File: src/rtl/mprf_pkg.sv
package mprf_pkg;
   // Width of one storage cell.
   localparam int unsigned CELL_W = 8;
   // Largest bank size that a byte-wide address space allows.
   localparam int unsigned MAX_DEPTH = 256;

   // True when v is a power of two.
   function automatic bit is_pow2(input int unsigned v);
      return (v != 0) && ((v & (v - 1)) == 0);
   endfunction
endpackage

File: src/rtl/mprf_wr_decode.sv
// Per-writer address decoder: each writer drives one hit line per register.
// Output layout groups the hits of all writers for one register together:
// hit[r*NWR + i] is writer i targeting register r.
module mprf_wr_decode #(
   parameter int unsigned NWR   = 2,
   parameter int unsigned DEPTH = 16,
   parameter int unsigned AW    = 4
) (
   input  logic [NWR-1:0]       wr_en,
   input  logic [NWR*AW-1:0]    wr_addr,
   output logic [DEPTH*NWR-1:0] hit
);
   for (genvar gi = 0; gi < NWR; gi++) begin : g_wr
      logic [AW-1:0] addr_i;
      assign addr_i = wr_addr[gi*AW +: AW];
      for (genvar gr = 0; gr < DEPTH; gr++) begin : g_reg
         assign hit[gr*NWR + gi] = wr_en[gi] && (addr_i == AW'(gr));
      end
   end
endmodule

File: src/rtl/mprf_prio_pick.sv
// Fixed-priority picker for one register: the lowest set request index wins.
module mprf_prio_pick #(
   parameter int unsigned NWR = 2
) (
   input  logic [NWR-1:0] req,
   output logic [NWR-1:0] grant,
   output logic [NWR-1:0] lose
);
   if (NWR == 1) begin : g_single
      assign grant = req;
      assign lose  = '0;
   end else begin : g_multi
      always_comb begin
         logic taken;
         taken = 1'b0;
         grant = '0;
         for (int i = 0; i < NWR; i++) begin
            grant[i] = req[i] && !taken;
            taken    = taken || req[i];
         end
         lose = req & ~grant;
      end
   end
endmodule

File: src/rtl/mprf_rd_mux.sv
// Full read multiplexer for one read port.
module mprf_rd_mux #(
   parameter int unsigned REG_W = 8,
   parameter int unsigned DEPTH = 16,
   parameter int unsigned AW    = 4
) (
   input  logic [REG_W-1:0] cells [DEPTH],
   input  logic [AW-1:0]    addr,
   output logic [REG_W-1:0] data
);
   assign data = cells[addr];
endmodule

File: src/rtl/mprf_bank.sv
module mprf_bank #(
   parameter int unsigned REG_W = mprf_pkg::CELL_W,
   parameter int unsigned DEPTH = 16,
   parameter int unsigned NRD   = 2,
   parameter int unsigned NWR   = 2,
   localparam int unsigned AW   = $clog2(DEPTH)
) (
   input  logic                 clk,
   input  logic                 rst_n,
   input  logic [NWR-1:0]       wr_en,
   input  logic [NWR*AW-1:0]    wr_addr,
   input  logic [NWR*REG_W-1:0] wr_data,
   output logic [NWR-1:0]       wr_lost,
   input  logic [NRD*AW-1:0]    rd_addr,
   output logic [NRD*REG_W-1:0] rd_data
);
   // parameter legality, checked while elaborating
   if (DEPTH < 2 || DEPTH > mprf_pkg::MAX_DEPTH || !mprf_pkg::is_pow2(DEPTH)) begin : g_bad_depth
      $error("mprf_bank: DEPTH must be a power of two in 2..256");
   end
   if (NRD < 1 || NWR < 1) begin : g_bad_ports
      $error("mprf_bank: NRD and NWR must be at least 1");
   end

   logic [REG_W-1:0]     cells [DEPTH];
   logic [DEPTH*NWR-1:0] hit;
   logic [DEPTH*NWR-1:0] lose_all;
   logic [NWR-1:0]       lost_nxt;

   mprf_wr_decode #(.NWR(NWR), .DEPTH(DEPTH), .AW(AW)) dec_i (
      .wr_en  (wr_en),
      .wr_addr(wr_addr),
      .hit    (hit)
   );

   for (genvar gr = 0; gr < DEPTH; gr++) begin : g_cell
      logic [NWR-1:0]   req;
      logic [NWR-1:0]   grant;
      logic [NWR-1:0]   lose;
      logic [REG_W-1:0] nxt;

      assign req = hit[gr*NWR +: NWR];

      mprf_prio_pick #(.NWR(NWR)) pick_i (
         .req  (req),
         .grant(grant),
         .lose (lose)
      );

      assign lose_all[gr*NWR +: NWR] = lose;

      // grant is one-hot or zero, so an OR of gated bytes selects the winner
      always_comb begin
         nxt = '0;
         for (int i = 0; i < NWR; i++) begin
            if (grant[i]) nxt = nxt | wr_data[i*REG_W +: REG_W];
         end
      end

      always_ff @(posedge clk or negedge rst_n) begin
         if (!rst_n)    cells[gr] <= '0;
         else if (|req) cells[gr] <= nxt;
      end
   end

   // A writer targets one register at a time, so OR across registers
   always_comb begin
      lost_nxt = '0;
      for (int r = 0; r < DEPTH; r++) begin
         lost_nxt = lost_nxt | lose_all[r*NWR +: NWR];
      end
   end

   always_ff @(posedge clk or negedge rst_n) begin
      if (!rst_n) wr_lost <= '0;
      else        wr_lost <= lost_nxt;
   end

   for (genvar gp = 0; gp < NRD; gp++) begin : g_rd
      mprf_rd_mux #(.REG_W(REG_W), .DEPTH(DEPTH), .AW(AW)) mux_i (
         .cells(cells),
         .addr (rd_addr[gp*AW +: AW]),
         .data (rd_data[gp*REG_W +: REG_W])
      );
   end
endmodule

File: config.mk
export PLATFORM = sky130hd
export DESIGN_NAME = mprf_bank
export DESIGN_NICKNAME = d
export VERILOG_FILES = /design/src/rtl/mprf_pkg.sv /design/src/rtl/mprf_wr_decode.sv /design/src/rtl/mprf_prio_pick.sv /design/src/rtl/mprf_rd_mux.sv /design/src/rtl/mprf_bank.sv
export SDC_FILE = /design/constraint.sdc
export NUM_CORES = 1
export LEC_CHECK = 0
export BUFFER_PORTS_ARGS = -buffer_cell sky130_fd_sc_hd__buf_4
export CAP_MARGIN = 40
export CORE_ASPECT_RATIO = 0.6
export CORE_MARGIN = 3
export CORE_UTILIZATION = 40
export CTS_BUF_LIST = sky130_fd_sc_hd__clkbuf_4
export CTS_CLUSTER_DIAMETER = 40
export CTS_CLUSTER_SIZE = 40
export DETAILED_ROUTE_END_ITERATION = 6
export PLACE_DENSITY = 0.66
export RECOVER_POWER = 100
export SYNTH_ARGS = -nofsm -noshare
export SYNTH_HDL_FRONTEND = slang
export SYNTH_HIERARCHICAL = 1
export SYNTH_SLANG_ARGS = --single-unit
export TNS_END_PERCENT = 1
File: constraint.sdc
create_clock -name clk -period 2.7 [get_ports clk]
set_input_delay 0 -clock clk [delete_from_list [all_inputs] [get_ports clk]]
set_output_delay 0 -clock clk [all_outputs]
set_load 0.01 [all_outputs]
* Yosys cells after proc, flatten, opt, wreduce, memory -nomap -nowiden
Index checks and enable logic that the tools add are counted.
** Cells by class
- Bitwise logic cells :: 65
- Shift-type cells :: 0
- Equality and inequality tests :: 30
- $lt $le $gt $ge :: 2
- Multiply operators :: 0
- $add $sub $neg :: 0
- Reduce and logical (&&, ||, !) cells :: 82
- Multiplexer cells :: 38
- Div/mod/pow operators :: 0
** Operators by type and width (count)
- two-way mux 8 bit :: 36
- OR 8 bit :: 16
- binary-select mux 8 bit (select 4 bit) :: 2
- equality test 4 bit, second input constant :: 16
- logical AND 1 bit :: 48
- AND 2 bit :: 16
- equality test 4 x 3 -> 1 bit, second input constant :: 8
- NOT 2 bit :: 16
- OR reduction 2 bit :: 16
- OR 2 bit :: 15
- equality test 4 x 2 -> 1 bit, second input constant :: 4
- zero test 1 bit :: 16
- greater-or-equal comparator 5 bit, second input constant :: 2
- NOT 4 -> 5 bit :: 2
- equality test 4 x 1 -> 1 bit, second input constant :: 2
- zero test 4 bit :: 2
** Storage, ports and cells
- Latch bits :: 0
- Word-level logic and storage cells :: 234
- Bits of input ports :: 36
- Memories :: 0
- Output and inout bits :: 18
- Register bits :: 130
- ROM bits :: 0
- Bits in writable memories :: 0

* Depth between registers and ports, before layout
- Depth in word-level cells :: 21
- Gate-level depth with buffers :: 6
- Mapped depth without buffers :: 5

* By module
The synthesis kept the hierarchy.
** By module, submodules not included
- mprf_bank :: cells an instance 652, instances 1, area an instance 6386.1 um^2, seq. area each 3253.1 um^2
- mprf_rd_mux :: cells an instance 70, instances 2, area an instance 1033.5 um^2, seq. area each 0.0 um^2
- mprf_prio_pick :: cells an instance 5, instances 16, area an instance 35.0 um^2, seq. area each 0.0 um^2
- mprf_wr_decode :: cells an instance 46, instances 1, area an instance 235.2 um^2, seq. area each 0.0 um^2

* Worst setup path before layout
No wires, ideal clock.
- Path kind :: in2reg
- Start :: input port wr_addr[3]
- End :: register cells[111] (netlist bit)
- Data arrival time :: 1.178 ns
- Slack :: 1.398 ns
- Setup time :: 0.124 ns
- Stages on the path :: 6
- Buffers on the path :: 1
- Required time :: 2.576 ns
- Path through :: or3b_4 -> nor2_1 -> and2b_2 -> buf_1 -> a22oi_1 -> a21oi_1
** On the way
- Longest elaborated chain between the ends :: 5
- Elaborated cells between the ends (all ways) :: 8
- Those cells by class :: eq/ne: 1; mux: 2; bitwise: 1; reduce/logical: 4
** Ends and longest elaborated chain
- start, declared :: line mprf_bank.sv:11 : input logic [NWR*AW-1:0] wr_addr,
- equality test 4 x 2 -> 1 bit :: line mprf_wr_decode.sv:17 : assign hit[gr*NWR + gi] = wr_en[gi] && (addr_i == AW'(gr));
- logical AND 1 bit :: line mprf_wr_decode.sv:17
- named net hit[4] :: line mprf_bank.sv:26 : logic [DEPTH*NWR-1:0] hit;
- zero test 1 bit :: line mprf_prio_pick.sv:18 : grant[i] = req[i] && !taken;
- logical AND 1 bit :: line mprf_prio_pick.sv:18
- named net g_cell[2].grant[1] :: line mprf_bank.sv:38 : logic [NWR-1:0] grant;
- two-way mux 8 bit :: line mprf_bank.sv:56 : if (grant[i]) nxt = nxt | wr_data[i*REG_W +: REG_W];
- end signal, assigned by index :: line mprf_bank.sv:62 : else if (|req) cells[gr] <= nxt;
- end, declared :: line mprf_bank.sv:25 : logic [REG_W-1:0] cells [DEPTH];
The timed path passes the listed nets, and every way through them passes these cells.
A chain may end at the register's enable or synchronous reset.

* Worst setup path after layout
- Start :: input port wr_addr[4]
- End :: register cells[100] (netlist bit)
** On the way
- Longest elaborated chain between the ends :: 4
- Elaborated cells between the ends (all ways) :: 5
- Those cells by class :: eq/ne: 1; mux: 1; reduce/logical: 3
** Ends and longest elaborated chain (line)
- equality test 4 x 2 -> 1 bit :: mprf_wr_decode.sv:17
- logical AND 1 bit :: mprf_wr_decode.sv:17
- named net hit[7] :: mprf_bank.sv:26
- logical AND 1 bit :: mprf_prio_pick.sv:18
- named net g_cell[3].grant[1] :: mprf_bank.sv:38
- two-way mux 8 bit :: mprf_bank.sv:56
The timed path passes the listed nets, and every way through them passes these cells.

==> results.py <==
metrics = {
    "clocking": {
        "clockBufferDepth": 2,
        "cts_made_buffers": 17,
        "cts.clk_slew.worst_paths_ns": 0.13,
        "cts_tree": "built",
        "root_buffer": "clkbuf_4",
        "htreeDepth": 4,
        "cts_sinks": 130,
        "insertion_delay_ns": 0.54,
    },
    "logic_synthesis": {
        "synth-edff-count": 0,
        "ys_seq_area_frac": 0.352,
        "netlist-cell-type-count": 30,
        "syn_avg_cell_area_sq_um": 10.1,
        "synthTopCellsByArea": "dfrtp_1 35%, a22oi_1 13%, mux4_2 8.8%",
        "syn-cell-area_sq_mm": 0.00925,
        "synthArstFlopShare": 1.00,
        "yosysTopAreaCell": "dfrtp_1",
        "syn-num-nets": 954,
        "ys_warn_count": 6,
        "synth_flop_cell": "dfrtp_1",
        "syn_inst": 918,
        "synth-seq-cells": 130,
        "synth_top_area_frac": 0.352,
    },
    "final_layout": {
        "layout-drive-gt1-share": 0.166,
        "area_delta_synth_final_pct": 4.21,
        "final_util": 0.431,
        "layout_common_cells": "160 x a22oi_1, 133 x nor3_1, 130 x dfrtp_1",
        "multi_input_area_sq_mm": 0.00485,
        "ff_latch_area_sq_mm": 0.00325,
        "fillers": 2245,
        "final_common_cell": "a22oi_1",
        "n_antenna_cell": 0,
        "fin_nets": 926,
    },
    "setup_path": {
        "cp_top_family": "buffers and inverters",
        "cp.arrival_ns": 3.02,
        "worst-path-buf-inv": 4,
        "worstPathMaxFanout": 11,
        "worstPathCellList": "dlygate4sd3_1 > clkbuf_1 > nand2_1 > nor2_1 > clkbuf_1 > and2b_1 > a22oi_1 > dlygate4sd3_1 > a21oi_1",
        "slowest_stage": "dlygate4sd3_1",
        "crit_required_ns": 3.19,
        "crit_path_end_kind": "register",
        "critical_path_class": "input pin to register",
        "max_stage_delay_ns": 0.59,
        "start_kind": "input pin",
    },
    "sta": {
        "fin_skew_ns": 0,
        "finalCritPeriodShare": 0.937,
        "hold_viol": 0,
        "slew_headroom": 0.0678,
        "min_period_ns": 2.53,
        "setup-tns-final_ns": 0,
        "setup_violations": 0,
        "worst_slack_ns": 0.169,
        "max_freq_ghz": 0.395,
        "grt_setup_unrepaired": "false",
        "tightest_slew_ns": 1.40,
        "drv_slew": 0,
    },
    "die": {
        "start_util": 0.413,
        "core_sq_mm": 0.0224,
        "fp.dieW_um": 202,
        "die_h_um": 124,
        "pin_count": 54,
        "rows": 42,
        "dieArea_sq_mm": 0.0250,
    },
    "global_routing": {
        "gr-usage-all-layers": 0.264,
        "grt_pass1_wl_um": 48800,
        "grt_pass1_vias": 7574,
        "grt_max_degree": 80,
        "antenna_found_initial": 0,
        "overflow": 0,
    },
    "power_and_ir_drop": {
        "power.density_mw_per_mm2": 631,
        "ir_worst_vdd_mv": 0.258,
        "finalPower_mw": 6.08,
        "power.leakage_nw": 3.73,
    },
    "placed_design": {
        "place_ws_ns": 0.889,
        "hpwl_um": 21600,
        "globalplace.congestion": 0.974,
        "portBuffers": 53,
    },
    "flow_run": {
        "max-cap-violations": 0,
    },
    "hold_path": {
        "min_path_type": "input pin to register",
    },
    "route": {
        "wl_um": 32800,
        "wl_per_cell_um": 27.1,
        "first_iter_violations": 1052,
        "first_pass_iters": 5,
        "drc_errors": 0,
        "ant_nets": 0,
        "route.vias.total": 8047,
        "via_per_inst": 6.64,
    },
    "status": {
        "status": "completed",
    },
}
registers in the layout, indices dropped and copies added, names as in the netlist:
name     cells
cells      128
wr_lost      2
worst min-delay path, stage by stage:
cell	delay (ns)
buf_4	0.10
or3b_4	0.15
nor3_2	0.09
nor3_1	0.19
a21oi_1	0.06
synth_stat cells (4+ instances only):
cell type,instances
a21oi_1,126
a22oi_1,160
and2_2,16
and2b_2,16
buf_1,31
buf_2,38
buf_4,34
buf_6,38
clkbuf_2,16
clkdlybuf4s25_2,6
conb_1,16
dfrtp_1,130
mux4_1,28
mux4_2,36
nand2_1,18
nand2b_1,4
nand3b_1,4
nor2_1,26
nor3_1,134
nor4_1,8
or2_1,16
final timing paths:
| path | from | to | slack (ns) | cells after the start |
|---|---|---|---|---|
| max in group asynchronous | rst_n | cells[73]$_DFFE_PN0P_ | 0.79 | 4 |
| worst min-delay path | wr_addr[6] | cells[126]$_DFFE_PN0P_ | 0.07 | 5 |
| worst min register to register | cells[73]$_DFFE_PN0P_ | cells[73]$_DFFE_PN0P_ | 0.56 | 2 |
| min in group asynchronous | rst_n | cells[36]$_DFFE_PN0P_ | 0.99 | 4 |
| worst max register to register | cells[59]$_DFFE_PN0P_ | cells[59]$_DFFE_PN0P_ | 1.40 | 3 |
| worst max-delay path | wr_addr[4] | cells[100]$_DFFE_PN0P_ | 0.17 | 9 |
final cells by class:
cell class,instances,area share
Multi-Input combinational cell,624,0.503
Sequential cell,130,0.338
Timing Repair Buffer,117,0.0888
Tap cell,308,0.0400
Clock inverter,15,0.0174
Clock buffer,17,0.0132
kinds of logic (layout without fill, tap and decap cells):
logic type / Yosys count / after routing / share of synthesized area
compound gates: 288 / 288 / 0.200
buf+inv: 164 / 149 / 0.123
flops: 130 / 130 / 0.352
mux: 64 / 64 / 0.167
other cells: 16 / 16 / 0.00649
simple gates: 256 / 256 / 0.152
power breakdown:
| part | internal [mW] | leakage [nW] | switching, mW |
|---|---|---|---|
| logic | 0.811 | 2.05 | 0.959 |
| clock network | 0.630 | 0.144 | 0.829 |
| registers | 2.41 | 1.54 | 0.436 |
| total | 3.86 | 3.73 | 2.22 |
per-stage QoR:
stage	hold slack [ns]	instances	cell area [sq um]
final	0.0744	1211	9640
after global routing	0.0397	1211	9640
after CTS	0.0252	1211	9800
after detailed placement	-0.00355	1147	9170
after global placement	-0.00572	1146	9160
after floorplan	-0.296	918	9250
metal layers:
layer	up-vias	global-route usage	part of all wire
li1	3390	-	-
met1	3990	0.376	0.41
met2	609	0.358	0.40
met3	58	0.127	0.17
met4	0	0.0674	0.023
met5	-	0	0
repair_timing:
| item | 4_1_cts | 5_1_grt |
|---|---|---|
| hold buffers | 32 | 0 |
| endpoints found under the hold margin | 258 | 0 |
| resized for setup | 0 | 0 |
| setup buffers | 0 | 0 |
Power figures use the tool's default switching activity.
